==> config.mk <==
export PLATFORM = sky130hd
export DESIGN_NAME = mersenne_residue_gen
export DESIGN_NICKNAME = d
export VERILOG_FILES = /design/src/rtl/mrg_pkg.sv /design/src/rtl/mrg_csa.sv /design/src/rtl/mrg_inc_adder.sv /design/src/rtl/mrg_fold_decr.sv /design/src/rtl/mersenne_residue_gen.sv
export SDC_FILE = /design/constraint.sdc
export NUM_CORES = 1
export LEC_CHECK = 0
export ABC_AREA = 1
export BUFFER_PORTS_ARGS = -buffer_cell sky130_fd_sc_hd__buf_2
export CORE_MARGIN = 2
export CORE_UTILIZATION = 43
export DETAILED_ROUTE_END_ITERATION = 12
export PLACE_DENSITY = 0.83
export SYNTH_ARGS = -nofsm -noshare
export SYNTH_HDL_FRONTEND = slang
export SYNTH_SLANG_ARGS = --single-unit
export TNS_END_PERCENT = 5
==> constraint.sdc <==
create_clock -name vclk -period 5.8
set_input_delay 0.58 -clock vclk [all_inputs]
set_output_delay 0.58 -clock vclk [all_outputs]
set_load 0.01 [all_outputs]
==> src/rtl/mrg_pkg.sv <==
package mrg_pkg;

    typedef enum logic {
        OUT_COMB = 1'b0,
        OUT_REG  = 1'b1
    } out_stage_e;

    localparam int unsigned MIN_WIDTH = 3;
    localparam int unsigned SLICES    = 3;

    function automatic int unsigned word_bits(input int unsigned w);
        return SLICES * w;
    endfunction

endpackage

==> src/rtl/mrg_csa.sv <==
module mrg_csa #(
    parameter int unsigned W = 8
) (
    input  logic         clk,
    input  logic         rst,
    input  logic [W-1:0] lo_i,
    input  logic [W-1:0] mid_i,
    input  logic [W-1:0] hi_i,
    output logic [W-1:0] sum_o,
    output logic [W-1:0] carry_o
);

    logic [W-1:0] maj;

    for (genvar i = 0; i < W; i++) begin : g_cell
        assign sum_o[i] = lo_i[i] ^ mid_i[i] ^ hi_i[i];
        assign maj[i]   = (lo_i[i] & mid_i[i]) | (lo_i[i] & hi_i[i]) | (mid_i[i] & hi_i[i]);
        if (i == 0) begin : g_wrap
            assign carry_o[0] = maj[W-1];
        end else begin : g_shift
            assign carry_o[i] = maj[i-1];
        end
    end

    // zero slices give zero sum and carry vectors
    assert_zero_in_zero_out_R4: assert property (@(posedge clk) disable iff (rst)
        ((lo_i == '0) && (mid_i == '0) && (hi_i == '0)) |-> ((sum_o == '0) && (carry_o == '0)));

endmodule

==> src/rtl/mrg_inc_adder.sv <==
module mrg_inc_adder #(
    parameter int unsigned W = 8
) (
    input  logic         clk,
    input  logic         rst,
    input  logic [W-1:0] op_a_i,
    input  logic [W-1:0] op_b_i,
    output logic [W-1:0] sum_o,
    output logic         cout_o
);

    logic [W:0] chain;

    for (genvar i = 0; i < W; i++) begin : g_bit
        if (i == 0) begin : g_plus_one
            assign sum_o[0] = ~(op_a_i[0] ^ op_b_i[0]);
            assign chain[1] = op_a_i[0] | op_b_i[0];
        end else begin : g_full
            assign sum_o[i]   = op_a_i[i] ^ op_b_i[i] ^ chain[i];
            assign chain[i+1] = (op_a_i[i] & op_b_i[i]) | (chain[i] & (op_a_i[i] ^ op_b_i[i]));
        end
    end

    assign chain[0] = 1'b1;
    assign cout_o   = chain[W];

    // without a carry out the incremented sum is at least one, so the decrement cannot underflow
    assert_no_underflow_R2: assert property (@(posedge clk) disable iff (rst)
        (!cout_o) |-> (sum_o != '0));

endmodule

==> src/rtl/mrg_fold_decr.sv <==
module mrg_fold_decr #(
    parameter int unsigned W = 8
) (
    input  logic         clk,
    input  logic         rst,
    input  logic [W-1:0] val_i,
    input  logic         cout_i,
    output logic [W-1:0] res_o
);

    logic [W-1:0] borrow;
    logic [W-1:0] dec;

    assign borrow[0] = ~cout_i;

    for (genvar i = 0; i < W; i++) begin : g_bit
        assign dec[i] = val_i[i] ^ borrow[i];
        if (i < W - 1) begin : g_chain
            assign borrow[i+1] = borrow[i] & ~val_i[i];
        end
    end

    assign res_o = (&dec) ? '0 : dec;

    // when the adder carried out, the value passes unchanged unless it is the all-ones pattern
    assert_pass_on_carry_R1: assert property (@(posedge clk) disable iff (rst)
        (cout_i && (val_i != '1)) |-> (res_o == val_i));

    // an all-ones value after a carry out folds to zero
    assert_fold_ones_R3: assert property (@(posedge clk) disable iff (rst)
        (cout_i && (val_i == '1)) |-> (res_o == '0));

endmodule

==> src/rtl/mersenne_residue_gen.sv <==
module mersenne_residue_gen
    import mrg_pkg::*;
#(
    parameter int unsigned W        = 8,
    parameter out_stage_e  OUT_MODE = OUT_COMB
) (
    input  logic                    clk,
    input  logic                    rst,
    input  logic [word_bits(W)-1:0] word_i,
    output logic [W-1:0]            residue_o
);

    localparam int unsigned XW = word_bits(W);

    typedef struct packed {
        logic [W-1:0] hi;
        logic [W-1:0] mid;
        logic [W-1:0] lo;
    } slices_t;

    typedef struct packed {
        logic [W-1:0] sum;
        logic [W-1:0] carry;
    } redundant_t;

    slices_t      parts;
    redundant_t   red;
    logic [W-1:0] add_sum;
    logic         add_cout;
    logic [W-1:0] res_comb;

    assign parts = slices_t'(word_i[XW-1:0]);

    mrg_csa #(.W(W)) u_csa (
        .clk     (clk),
        .rst     (rst),
        .lo_i    (parts.lo),
        .mid_i   (parts.mid),
        .hi_i    (parts.hi),
        .sum_o   (red.sum),
        .carry_o (red.carry)
    );

    mrg_inc_adder #(.W(W)) u_add (
        .clk    (clk),
        .rst    (rst),
        .op_a_i (red.sum),
        .op_b_i (red.carry),
        .sum_o  (add_sum),
        .cout_o (add_cout)
    );

    mrg_fold_decr #(.W(W)) u_dec (
        .clk    (clk),
        .rst    (rst),
        .val_i  (add_sum),
        .cout_i (add_cout),
        .res_o  (res_comb)
    );

    if (OUT_MODE == OUT_REG) begin : g_reg
        logic [W-1:0] res_q;
        always_ff @(posedge clk) begin
            if (rst) begin
                res_q <= '0;
            end else begin
                res_q <= res_comb;
            end
        end
        assign residue_o = res_q;

        // a reset edge leaves a zero output
        assert_reset_clears_R6: assert property (@(posedge clk)
            rst |=> (residue_o == '0));
    end else begin : g_comb
        assign residue_o = res_comb;
    end

    // the output is canonical
    assert_canonical_R2: assert property (@(posedge clk) disable iff (rst)
        residue_o != '1);

endmodule

Word-level counts from Yosys, hierarchy flattened
Index checks and enable logic that the tools add are counted. Widths: inputs -> output; s select.

Multiplexer cells: 1. Bitwise gates (word level): 116. Reduce and logical (&&, ||, !) cells: 1.

Operators by type and width (number): $and 1x1->1 (45); $xor 1x1->1 (39); $or 1x1->1 (24); $mux 8 (1); $not 1->1 (8); $reduce_and 8->1 (1).

Flip-flop bits (word level): 0. Input bits: 26. Output and inout port bits: 8. Logic and storage cells: 118.

Longest topological paths before layout
Gate-level depths: netlist of the first run.

Depth after elaboration: 29. Mapped depth: 23. Mapped depth without buffers: 23.

Hierarchy
From an unflattened synthesis of the first run, not the netlist that was laid out.

Cell total of the unflattened synthesis: 59. Area, all modules: 563.0 um2.

By module, submodules not included: mrg_fold_decr (times used 1, cells each 31, area an instance 205.2 um2, seq. area each 0.0 um2); mrg_inc_adder (times used 1, cells each 20, area an instance 197.7 um2, seq. area each 0.0 um2); mrg_csa (times used 1, cells each 8, area an instance 160.2 um2, seq. area each 0.0 um2).

Worst setup path after synthesis of the first run
Ideal clock, no wire load.

Path kind: input port to output port. Start: in word_i[0]. End: out residue_o[0]. Arrival: 5534 ps. Data required time: 5220 ps. Setup slack: -314 ps. Stages: 23. Path buffers: 0. Path through: inv_1 > fa_1 > ha_1 > inv_1 > fa_1 > fa_1 > fa_1 > fa_1 > fa_1 > fa_1 > fa_1 > inv_1 > ha_1 > ha_1 > ha_1 > ha_1 > ha_1 > ha_1 > ha_1 > nor2_1 > nand2_1 > nor2_2 > a21oi_1.

Cells in the longest elaborated chain, start to end: 29. Elaborated cells on any way between the ends: 56. Those cells by class: mux (1); bitwise (54); reduce/logical (1).

Ends and longest elaborated chain: from (decl) (line mersenne_residue_gen.sv:9) `input logic [word_bits(W)-1:0] word_i,`; $and 1x1->1 (line mrg_csa.sv:17) `assign maj[i] = (lo_i[i] & mid_i[i]) | (lo_i[i] & hi_i[i]) | (mid_i[i] & hi_i[i]);`; $or 1x1->1 (2 in series) (line mrg_csa.sv:17); $xor 1x1->1 (line mrg_inc_adder.sv:19, mrg_inc_adder.sv:20); $and 1x1->1 (line mrg_inc_adder.sv:20) `assign chain[i+1] = (op_a_i[i] & op_b_i[i]) | (chain[i] & (op_a_i[i] ^ op_b_i[i]));`; $or 1x1->1 (line mrg_inc_adder.sv:20); $and 1x1->1 (line mrg_inc_adder.sv:20); $or 1x1->1 (line mrg_inc_adder.sv:20); $and 1x1->1 (line mrg_inc_adder.sv:20); [... 6 more ...]; $or 1x1->1 (line mrg_inc_adder.sv:20); $and 1x1->1 (line mrg_inc_adder.sv:20); $or 1x1->1 (line mrg_inc_adder.sv:20); $not 1->1 (line mrg_fold_decr.sv:14) `assign borrow[0] = ~cout_i;`; $and 1x1->1 (7 in series) (line mrg_fold_decr.sv:19) `assign borrow[i+1] = borrow[i] & ~val_i[i];`; $xor 1x1->1 (line mrg_fold_decr.sv:17) `assign dec[i] = val_i[i] ^ borrow[i];`; $reduce_and 8->1 (line mrg_fold_decr.sv:23) `assign res_o = (&dec) ? '0 : dec;`; $mux 8 (*) (line mrg_fold_decr.sv:23); to (decl) (line mersenne_residue_gen.sv:10) `output logic [W-1:0] residue_o`.

Every way passes the cells marked *; elsewhere a longest branch is shown, timed or not.

Final worst setup path of the first run
Same ends and word-level chain as after synthesis.

==> out/qor.csv, run 1 <==
stage,metric,value,unit
setup_path,cp_data_arrival_time,5.49,ns
timing,timing.max_slew.rel_slack,83.5,%
floorplanning,die-area,0.00177,mm²
cells_and_area,final_area,0.00103,mm²
yosys,synth_area_per_cell,8.31,µm²
yosys,synth_top_area_cell,fa_1,
yosys,synthTopCellsByArea,"fa_1 48%, inv_1 22%, ha_1 16%, a21oi_1 5.6%, xor2_2 2.6%",
min_path,min_path_type,primary input to primary output,
drt,vias_per_cell,4.45,
cells_and_area,antenna_cells,0,
placement,placed_cells,128,
drt,vias,574,
timing,fin_ws,-0.266,ns
yosys,syn_nets,124,
drt,drc_errors,0,
placement,place_ws,-0.624,ns
flow_run,cap_violations,0,
placement,gp_congestion,0.716,
floorplanning,ios,34,
cells_and_area,finalNonFillerCells,129,
status,status,"finished, violations left",
setup_path,worstPathMaxFanout,7,
setup_path,start_kind,primary input,
yosys,ys_seq_area_share,0,%
power,p_total,0.287,mW
cells_and_area,area_growth,65.5,%
timing,worst_pin_slew,0.247,ns
cells_and_area,clock_buffers,0,
global_routing,grt_util_all_layers,18.4,%
drt,ant_nets,0,
min_path,min_delay_path_depth,7,
placement,io_buffers,32,
cells_and_area,fin_nets,165,
floorplanning,rows,13,
global_routing,grt_pass1_vias,649,
floorplanning,fp.dieW,42.1,µm
timing,rsz0062_at_grt,yes,
floorplanning,initial_core_util,46.7,%
timing,final_hold_viol_count,0,
global_routing,grt-ovfl-total,0,
global_routing,grt_pass1_wl,2.57,mm
floorplanning,core,0.00133,mm²
global_routing,antenna_found_initial,0,
min_path,min_to,residue_o[0],
setup_path,required,5.22,ns
cells_and_area,register_area,0,µm²
min_path,min-delay-start,word_i[23],
timing,setup_viol,8,
power,p_leak,0.552,nW
yosys,synth.distinct_cells,9,
timing,hold_slack,1.93,ns
global_routing,grt_start_max_net_pins,8,
yosys,synth_warnings,0,
cells_and_area,drive_gt1_share,61.4,%
floorplanning,die_h,42.1,µm
timing,period_needed,6.07,ns
cells_and_area,final_cell_mix,"32 x inv_1, 30 x buf_2, 8 x fa_1, 8 x buf_4",
setup_path,endpoint_kind,primary output,
cells_and_area,final_common_cell,inv_1,
timing,fmax,165,MHz
timing,slew_viol_final,0,
clock_tree,postCtsHoldBufs,0,
drt,wl,1.34,mm
cells_and_area,design.seq.count,0,
placement,dpl-instance-area,0.00100,mm²
placement,hpwl,1.29,mm
power,ir_worst_vdd,0.000262,V
timing,fin_crit_sh,105,%
setup_path,critPathKind,primary input to primary output,
yosys,synthCells,75,
yosys,synth_area,623,µm²
drt,wl_per_cell,10.4,µm
power,powerDensity,278,mW/mm²
yosys,synth_top_area_share,48.2,%
drt,drt_first_pass_iters,2,
drt,drtIter0Drc,2,
status,violations,negative setup slack,
cell families after synthesis:
kind of cell    synth area share [%]
simple gates                    4.02
compound gates                  6.83
xor+xnor                        2.61
buf+inv                         22.3
fa+ha+maj                       64.3
cells in the mapped netlist (all sizes together):
master,instances
inv,37
nor2,4
o21a,1
xor2,1
nand2,2
ha,8
fa,15
a21oi,7
metal layers:
layer  up-vias  GRT usage [%]  part of all wire [%]
met3         4           1.29                   5.9
li1        283              -                     -
met1       260           19.4                    35
met4         0           4.38                   2.2
met2        27           38.4                    57
met5         -              0                     0
cell type report:
type | instances | area, µm²
inverter | 37 | 146
timing repair buffer | 39 | 221
fill | 105 | 303
tap | 15 | 18.8
multi-input combinational | 38 | 644
worst max-delay path by stage:
stage / slack (ns) / from / endpoint
6_report: -0.27 / word_i[0] / residue_o[0]
5_1_grt: -0.43 / word_i[0] / residue_o[0]
4_1_cts: -0.29 / word_i[0] / residue_o[4]
3_5_place_dp: -0.62 / word_i[16] / residue_o[4]
3_3_place_gp: -0.55 / word_i[16] / residue_o[2]
2_1_floorplan: -0.14 / word_i[16] / residue_o[0]
critical path: stages:
cell,delay (ns)
buf_6,0.07
inv_2,0.03
fa_1,0.54
ha_2,0.17
inv_2,0.03
fa_2,0.35
fa_2,0.35
fa_2,0.34
fa_2,0.34
fa_2,0.34
fa_2,0.35
fa_2,0.35
inv_2,0.07
ha_4,0.12
ha_4,0.12
ha_4,0.12
ha_4,0.12
ha_4,0.13
ha_4,0.13
ha_4,0.21
nor2_4,0.08
nand2_2,0.08
nor2_4,0.22
a21oi_2,0.08
buf_2,0.15
per-stage QoR:
step	utilization [%]	TNS, ns
6_report	77.3	-2.06
5_1_grt	77.3	-3.31
4_1_cts	77.3	-2.19
3_5_place_dp	75.3	-4.76
3_3_place_gp	75.3	-4.17
2_1_floorplan	-	-1.07
where the power goes:
part           leakage [nW]  switching (mW)  internal (mW)
logic                 0.552           0.142          0.145
clock network             0               0              0
registers                 0               0              0
timing repair:
item	4_1_cts	5_1_grt
pin swaps	13	1
setup buffers	1	0
resized for setup	7	0
setup endpoints to repair	8	8
Note: power is estimated with default switching activity, not from simulation.
==> inputs of run 2 (changes only) <==
==> constraint.sdc (replaced) <==
create_clock -name vclk -period 5.8
set_input_delay 0.29 -clock vclk [all_inputs]
set_output_delay 0.29 -clock vclk [all_outputs]
set_load 0.01 [all_outputs]
==> out/qor.csv, run 2 (synthesized netlist as in run 1, its figures left out) <==
stage,metric,value,unit,change
status,status,"complete, no violations",,
global_routing,grt_start_max_net_pins,9,,+1
setup_path,endpoint_kind,primary output,,
power,p_leak,0.524,nW,-5.0%
floorplanning,die-area,0.00177,mm²,unchanged
timing,rsz0062_at_grt,yes,,
global_routing,met1_usage,17.5,%,-1.9 points
floorplanning,initial_core_util,46.7,%,unchanged
timing,fin_crit_sh,99.7,%,-4.9 points
drt,vias_per_cell,4.54,,+2.1%
timing,fmax,173,MHz,+4.9%
setup_path,critPathKind,primary input to primary output,,
cells_and_area,fillerInstances,95,,-9.5%
cells_and_area,drive_gt1_share,56.5,%,-4.9 points
timing,slew_viol_final,0,,unchanged
clock_tree,postCtsHoldBufs,0,,unchanged
timing,final_hold_viol_count,0,,unchanged
timing,timing.max_slew.rel_slack,77.1,%,-6.3 points
setup_path,required,5.51,ns,+0.29 ns
setup_path,cp_data_arrival_time,5.49,ns,about the same
power,p_total,0.264,mW,-8.1%
global_routing,use_met2,32.2,%,-6.3 points
placement,hpwl,1.07,mm,-17%
cells_and_area,area_growth,57.0,%,
drt,drtIter0Drc,3,,+1
cells_and_area,final_cell_mix,"33 x inv_1, 30 x buf_2, 8 x fa_1",,
cells_and_area,finalNonFillerCells,123,,-4.7%
timing,fin_tns_setup,0,ns,+2.06 ns
floorplanning,ios,34,,unchanged
floorplanning,core,0.00133,mm²,unchanged
drt,vias,559,,-2.6%
placement,gp_congestion,0.854,,+19%
cells_and_area,multi_input_area,634,µm²,-1.6%
drt,drt_first_pass_iters,3,,+1
drt,ant_nets,0,,unchanged
placement,io_buffers,32,,unchanged
global_routing,antenna_found_initial,0,,unchanged
global_routing,grt_util_all_layers,15.4,%,-3.1 points
global_routing,grt-ovfl-total,0,,unchanged
setup_path,crit_slowest_cell,fa_1,,
setup_path,worstPathMaxFanout,7,,unchanged
flow_run,cap_violations,0,,unchanged
floorplanning,die_h,42.1,µm,unchanged
power,ir_worst_vdd,0.000105,V,-60%
cells_and_area,clock_buffers,0,,unchanged
min_path,min_path_type,primary input to primary output,,
cells_and_area,register_area,0,µm²,unchanged
global_routing,grt_pass1_vias,574,,-12%
drt,wl_per_cell,12.0,µm,+16%
drt,wl,1.47,mm,+10%
drt,drc_errors,0,,unchanged
floorplanning,fp.dieW,42.1,µm,unchanged
min_path,min_delay_path_depth,7,,unchanged
global_routing,busiest_layer,met2,,
cells_and_area,antenna_cells,0,,unchanged
cells_and_area,design.seq.count,0,,unchanged
floorplanning,rows,13,,unchanged
cells_and_area,final_common_cell,inv_1,,
cells_and_area,fin_nets,159,,-3.6%
placement,placed_cells,122,,-4.7%
timing,setup_viol,0,,-8
global_routing,met3_usage,0,%,-1.3 points
setup_path,start_kind,primary input,,
global_routing,grt_pass1_wl,2.22,mm,-14%
timing,period_needed,5.78,ns,-0.284 ns
power,powerDensity,269,mW/mm²,-3.2%
timing,worst_pin_slew,0.342,ns,+0.0952 ns
setup_path,slowest_delay,0.54,ns,about the same
==> run 2: cell types whose count changed in the layout (fill, tap and decap cells not counted) <==
cell and change:
nand2_1 +1, nor2_1 +1, inv_8 -1, nand2_2 -1
inv_1 +1, buf_8 +1, inv_4 +1, inv_2 -1
buf_4 -7, nor2_4 -1
==> run 2: path summary, 6_finish.rpt <==
check,from,endpoint,slack (ns)
setup / recovery,word_i[16],residue_o[5],0.02
hold / removal,word_i[16],residue_o[0],1.38
==> run 2: where the power goes <==
group	switching (mW)	internal [mW]	total (mW)
clock network	0	0	0
logic	0.140	0.124	0.264
registers	0	0	0
total	0.140	0.124	0.264
==> run 2: final cells by class <==
type | instances | share of cell area (%)
timing repair buffer | 33 | 18.8
tap | 15 | 1.92
inverter | 37 | 14.5
multi-input combinational | 38 | 64.8
==> run 2: stage by stage <==
stage	util (%)	setup WS, ns	hold slack, ns	cell area [µm²]
3_5_place_dp	60.1	-0.289	1.32	802
2_1_floorplan	-	0.266	1.07	623
5_1_grt	73.4	-0.176	1.40	978
4_1_cts	61.7	-0.00418	1.33	823
6_report	73.4	0.0185	1.38	978
3_3_place_gp	60.1	-0.0942	1.31	802
==> run 2: metal layers <==
| layer | wire length [µm] | share of wire [%] |
|---|---|---|
| met5 | 0 | 0 |
| met4 | 39 | 2.6 |
| met3 | 54 | 3.7 |
| met2 | 865 | 59 |
| met1 | 515 | 35 |
==> run 2: worst max-delay path: cells and delay by family <==
kind | cells | cell delay, ns
compound gates | 1 | 0.09
buf+inv | 5 | 0.37
simple gates | 3 | 0.42
fa+ha+maj | 16 | 4.32
==> run 2: what timing repair did <==
action	in CTS	in global routing
pin swaps	2	20
setup buffers	0	1
gates cloned	0	0
resized for setup	7	31
endpoints found under the setup margin	8	8
endpoints found under the hold margin	0	0
